<file path="src/rtl/irq_route_pkg.sv">
package irq_route_pkg;
  localparam int unsigned NSRC  = 16;
  localparam int unsigned NLINE = 4;
  localparam int unsigned AW    = 4;
  localparam logic [AW-1:0]   MASK_OFS = 4'h4;
  localparam logic [AW-1:0]   FLAG_OFS = 4'hC;
  localparam logic [NSRC-1:0] EDGE_SRC = 16'h8000;
  localparam logic [NSRC-1:0] MASK_RST = 16'hFFFF;

  // fixed source set feeding each request line
  function automatic logic [NSRC-1:0] line_route(input int unsigned k);
    case (k)
      0:       line_route = 16'h0028;
      1:       line_route = 16'h0050;
      2:       line_route = 16'h1C00;
      3:       line_route = 16'h6386;
      default: line_route = '0;
    endcase
  endfunction
endpackage

</file>
<file path="src/rtl/irq_src_capture.sv">
module irq_src_capture #(
  parameter int unsigned     N        = 16,
  parameter int unsigned     SYNC     = 2,
  parameter logic [N-1:0]    EDGE_MAP = '0
) (
  input  logic         clk,
  input  logic         rst_n,
  input  logic [N-1:0] pin_n,
  input  logic [N-1:0] clr,
  output logic [N-1:0] flags
);
  logic [N-1:0] sync_q [SYNC];
  logic [N-1:0] pin_s;
  logic [N-1:0] prev_q;
  logic [N-1:0] flag_q, flag_d;

  always_ff @(posedge clk or negedge rst_n) begin
    if (!rst_n) begin
      for (int s = 0; s < SYNC; s++) sync_q[s] <= '1;
    end else begin
      sync_q[0] <= pin_n;
      for (int s = 1; s < SYNC; s++) sync_q[s] <= sync_q[s-1];
    end
  end

  assign pin_s = sync_q[SYNC-1];

  for (genvar i = 0; i < N; i++) begin : g_src
    if (EDGE_MAP[i]) begin : g_edge
      always_comb flag_d[i] = (prev_q[i] & ~pin_s[i]) | (flag_q[i] & ~clr[i]);

      AST_EDGE_STICKY: assert property (@(posedge clk) disable iff (!rst_n)
        flag_q[i] && !clr[i] |=> flag_q[i]);
      AST_EDGE_WINS: assert property (@(posedge clk) disable iff (!rst_n)
        prev_q[i] && !pin_s[i] |=> flag_q[i]);
    end else begin : g_level
      always_comb flag_d[i] = ~pin_s[i];

      AST_LEVEL_HOLD: assert property (@(posedge clk) disable iff (!rst_n)
        !pin_s[i] |=> flag_q[i]);
    end
  end

  always_ff @(posedge clk or negedge rst_n) begin
    if (!rst_n) begin
      prev_q <= '1;
      flag_q <= '0;
    end else begin
      prev_q <= pin_s;
      flag_q <= flag_d;
    end
  end

  assign flags = flag_q;
endmodule

</file>
<file path="src/rtl/irq_line_merge.sv">
module irq_line_merge #(
  parameter int unsigned N = 16,
  parameter int unsigned L = 4
) (
  input  logic         clk,
  input  logic         rst_n,
  input  logic [N-1:0] active,
  output logic [L-1:0] irq_o
);
  logic [L-1:0] hit_d, hit_q;

  for (genvar k = 0; k < L; k++) begin : g_line
    assign hit_d[k] = |(active & N'(irq_route_pkg::line_route(k)));
  end

  always_ff @(posedge clk or negedge rst_n) begin
    if (!rst_n) hit_q <= '0;
    else        hit_q <= hit_d;
  end

  assign irq_o = hit_q;
endmodule

</file>
<file path="src/rtl/irq_top_pick.sv">
module irq_top_pick #(
  parameter int unsigned N  = 16,
  localparam int unsigned IW = $clog2(N)
) (
  input  logic          clk,
  input  logic          rst_n,
  input  logic [N-1:0]  active,
  output logic [IW-1:0] idx_o,
  output logic          valid_o
);
  logic [IW-1:0] idx_d, idx_q;
  logic          valid_q;

  always_comb begin
    idx_d = '0;
    for (int i = 0; i < N; i++)
      if (active[i]) idx_d = IW'(i);
  end

  always_ff @(posedge clk or negedge rst_n) begin
    if (!rst_n) begin
      idx_q   <= '0;
      valid_q <= 1'b0;
    end else begin
      idx_q   <= idx_d;
      valid_q <= |active;
    end
  end

  assign idx_o   = idx_q;
  assign valid_o = valid_q;
endmodule

</file>
<file path="src/rtl/irq_route_agg.sv">
module irq_route_agg
  import irq_route_pkg::*;
#(
  parameter int unsigned N    = NSRC,
  parameter int unsigned L    = NLINE,
  parameter int unsigned SYNC = 2,
  localparam int unsigned IW  = $clog2(N)
) (
  input  logic          clk,
  input  logic          rst_n,
  input  logic [N-1:0]  irq_pin_n,
  input  logic          reg_sel,
  input  logic          reg_wr,
  input  logic [AW-1:0] reg_addr,
  input  logic [N-1:0]  reg_wdata,
  output logic [N-1:0]  reg_rdata,
  output logic [L-1:0]  line_irq,
  output logic [IW-1:0] top_idx,
  output logic          top_valid
);
  logic         rst_meta_q, rst_ok_q;
  logic [N-1:0] mask_q, mask_d;
  logic         mask_we, flag_wr;
  logic [N-1:0] clr, flags, active;

  always_ff @(posedge clk or negedge rst_n) begin
    if (!rst_n) begin
      rst_meta_q <= 1'b0;
      rst_ok_q   <= 1'b0;
    end else begin
      rst_meta_q <= 1'b1;
      rst_ok_q   <= rst_meta_q;
    end
  end

  assign mask_we = reg_sel & reg_wr & (reg_addr == MASK_OFS);
  assign flag_wr = reg_sel & reg_wr & (reg_addr == FLAG_OFS);
  assign clr     = flag_wr ? ~reg_wdata : '0;

  always_comb begin
    mask_d = mask_q;
    if (mask_we) mask_d = reg_wdata;
  end

  always_ff @(posedge clk or negedge rst_ok_q) begin
    if (!rst_ok_q) mask_q <= N'(MASK_RST);
    else           mask_q <= mask_d;
  end

  irq_src_capture #(.N(N), .SYNC(SYNC), .EDGE_MAP(N'(EDGE_SRC))) u_cap (
    .clk(clk), .rst_n(rst_ok_q), .pin_n(irq_pin_n), .clr(clr), .flags(flags));

  assign active = flags & ~mask_q;

  irq_line_merge #(.N(N), .L(L)) u_merge (
    .clk(clk), .rst_n(rst_ok_q), .active(active), .irq_o(line_irq));

  irq_top_pick #(.N(N)) u_pick (
    .clk(clk), .rst_n(rst_ok_q), .active(active), .idx_o(top_idx), .valid_o(top_valid));

  always_comb begin
    reg_rdata = '0;
    if (reg_sel && !reg_wr) begin
      if (reg_addr == MASK_OFS)      reg_rdata = mask_q;
      else if (reg_addr == FLAG_OFS) reg_rdata = flags;
    end
  end

  for (genvar k = 0; k < L; k++) begin : g_chk
    AST_LINE_GATED: assert property (@(posedge clk) disable iff (!rst_ok_q)
      line_irq[k] |-> $past(|(flags & ~mask_q & N'(line_route(k)))));
  end

  AST_ONES_KEEP: assert property (@(posedge clk) disable iff (!rst_ok_q)
    flag_wr && reg_wdata[N-1] && flags[N-1] |=> flags[N-1]);

  AST_TOP_HIGHEST: assert property (@(posedge clk) disable iff (!rst_ok_q)
    top_valid |-> ($past(flags & ~mask_q) >> top_idx) == N'(1));
endmodule

</file>
<file path="config.mk">
export PLATFORM = sky130hd
export DESIGN_NAME = irq_route_agg
export DESIGN_NICKNAME = d
export VERILOG_FILES = /design/src/rtl/irq_route_pkg.sv /design/src/rtl/irq_src_capture.sv /design/src/rtl/irq_line_merge.sv /design/src/rtl/irq_top_pick.sv /design/src/rtl/irq_route_agg.sv
export SDC_FILE = /design/constraint.sdc
export NUM_CORES = 1
export LEC_CHECK = 0
export BUFFER_PORTS_ARGS = -buffer_cell sky130_fd_sc_hd__clkbuf_2
export CAP_MARGIN = 20
export CORE_MARGIN = 2
export CORE_UTILIZATION = 57
export DETAILED_ROUTE_END_ITERATION = 16
export HOLD_SLACK_MARGIN = 0.08
export PLACE_DENSITY = 0.88
export SLEW_MARGIN = 15
export SYNTH_ARGS = -nofsm -noshare
export SYNTH_HDL_FRONTEND = slang
export SYNTH_HIERARCHICAL = 1
export SYNTH_SLANG_ARGS = --single-unit
</file>
<file path="constraint.sdc">
create_clock -name clk -period 4.8 [get_ports clk]
set_input_delay 0.48 -clock clk [delete_from_list [all_inputs] [get_ports clk]]
set_output_delay 0.48 -clock clk [all_outputs]
set_load 0.05 [all_outputs]
</file>
==> impl_metrics.env <==
export IMPL_detail_route_antenna_nets=0
export IMPL_grt_pass1_vias=1759
export IMPL_grt_max_degree=75
export IMPL_min_to="u_cap/sync_q[27]"
export IMPL_syn2layout_area_growth_pct=21.9
export IMPL_vias=1714
export IMPL_critical_path_class="primary input to output port"
export IMPL_final_setup_tns_ns=0
export IMPL_drive_above_1_share_pct=55.0
export IMPL_die_w_um=74.9
export IMPL_core_area_um2=4790
export IMPL_pin_count=65
export IMPL_tightestPinTransition_ns=0.869
export IMPL_p_leak_nw=1.67
export IMPL_finalHoldViolCount=0
export IMPL_grt_first_pass_wirelength_um=8000
export IMPL_outcome="finished clean"
export IMPL_place_ws_ns=2.47
export IMPL_grt_util_all_layers_pct=20.5
export IMPL_routedWlPerCell_um=14.9
export IMPL_core_rowCount=25
export IMPL_cts_buffer_depth=2
export IMPL_power_density_nw_per_um2=432
export IMPL_cts_made_buffers=9
export IMPL_cp_required_ns=4.32
export IMPL_ys_warn_count=6
export IMPL_drt_iter0_drc=118
export IMPL_endpoint_kind="output port"
export IMPL_register_area_um2=1960
export IMPL_nFillCells=335
export IMPL_setup_ws_ns=2.48
export IMPL_cts_max_level=3
export IMPL_die_y_um=74.9
export IMPL_die_area_um2=5610
export IMPL_hold_class="primary input to flop"
export IMPL_maxUsedRoutingLayer="met4"
export IMPL_maxCapViolations=0
export IMPL_multi_input_area_um2=802
export IMPL_min_path_cells=1
export IMPL_worstReg2RegEnd="u_pick/idx_o[0]"
export IMPL_routed_wl_um=5150
export IMPL_wl_met3_um=271
export IMPL_cts_repair_resized=0
export IMPL_hpwl_um=3490
export IMPL_start_util_pct=59.8
export IMPL_tritoncts="done"
export IMPL_globalplace_congestion=0.788
export IMPL_post_cts_buffers=0
export IMPL_root_buffer="clkbuf_8"
export IMPL_clkSinkCount=76
export IMPL_finalMaxSlewViolations=0
export IMPL_relSlewSlack_pct=42.1
export IMPL_post_route_min_period_ns=2.32
export IMPL_syn_area_um2=2860
export IMPL_syn_area_per_cell_um2=14.1
export IMPL_ir_drop_mv=0.313
export IMPL_timing_rr_start="mask_q[9]"
export IMPL_clkLatencyLatePin_ns=0.34
export IMPL_crit_fanout=16
export IMPL_synth_nets=243
export IMPL_final_cell_mix="64 x clkbuf_2, 49 x dfstp_2, 26 x nor2_1, 26 x dfrtp_1, 18 x inv_1"
export IMPL_layout_commonest_cell="clkbuf_2"
export IMPL_holdWs_ns=0.207
export IMPL_min_from="irq_pin_n[11]"
export IMPL_rsz0062_at_grt="no"
export IMPL_drt_pass1_iter_count=4
export IMPL_viasPerCell=4.94
export IMPL_r2r_setup_slack_ns=3.23
export IMPL_clkTransAtPathRegs_ns=0.08
export IMPL_finalCritPeriodShare_pct=48.3
export IMPL_setup_viol=0
export IMPL_dr_wl_met2_um=2770
export IMPL_syn_inst=203
export IMPL_port_buffers=64
export IMPL_fmax_ghz=0.431
export IMPL_diodes=0
export IMPL_nNetsFinal=315
export IMPL_r2r_worst_path_cells=4
export IMPL_antenna_found_initial=0
export IMPL_cp_arrival_ns=1.84
export IMPL_drcViolationCount=0
export IMPL_startpoint_type="primary input"
export IMPL_grt_overflow=0
export IMPL_fin_util_pct=72.9
export IMPL_finClkSkew_ns=0.00702
export IMPL_drt_met1_wl_um=2040
[power breakdown]
part	switching (W)	total (W)	internal, W
combinational	0.000112	0.000193	0.0000814
clock	0.000231	0.000553	0.000322
sequential	0.0000330	0.000760	0.000727
total	0.000376	0.00151	0.00113
[state kept, by name, indices dropped and copies added (netlist names)]
register	flops
u_cap/sync_q	16
u_cap/flags	16
rst_ok_q	1
u_pick/valid_o	1
u_cap/prev_q	1
u_cap/pin_s	16
rst_meta_q	1
u_merge/irq_o	4
u_pick/idx_o	4
mask_q	16
[layer usage]
layer,vias to the layer above,GRT usage [%]
met5,-,0
met4,0,7.94
met3,7,6.56
met2,50,36.2
met1,854,23.1
li1,803,-
[repair_timing]
action / in CTS / in global routing
endpoints found under the setup margin: 0 / 0
hold buffers: 1 / 0
endpoints found under the hold margin: 2 / 0
[stage by stage]
step,power (W),instance area (um^2),instances
6_report,0.00151,3490,347
3_5_place_dp,0.000962,3250,330
4_1_cts,0.00152,3490,347
2_1_floorplan,0.000903,2860,203
5_1_grt,0.00157,3490,347
3_3_place_gp,0.000950,3250,330
[final cells by class]
| cell class | count | share of cell area (%) |
|---|---|---|
| Tap cell | 67 | 2.40 |
| Clock buffer | 11 | 4.34 |
| Sequential cell | 76 | 56.3 |
| Clock inverter | 5 | 2.40 |
| Multi-Input combinational cell | 104 | 23.0 |
| Timing Repair Buffer | 66 | 9.68 |
| Inverter | 18 | 1.94 |
[worst max-delay path by stage]
stage | from | end | depth (start not counted)
detailed placement | reg_addr[0] | reg_rdata[8] | 5
CTS | reg_addr[0] | reg_rdata[6] | 5
finish | reg_addr[0] | reg_rdata[7] | 5
global route | reg_addr[0] | reg_rdata[8] | 5
global placement | reg_addr[0] | reg_rdata[8] | 5
floorplan | reg_addr[0] | reg_rdata[10] | 5
[critical path, cell delays in order]
cell      delay, ns
clkbuf_2       0.07
and4bb_2       0.33
nand2b_1       0.35
nor2_1         0.28
clkbuf_2       0.31
(Power assumes the default switching activity.)
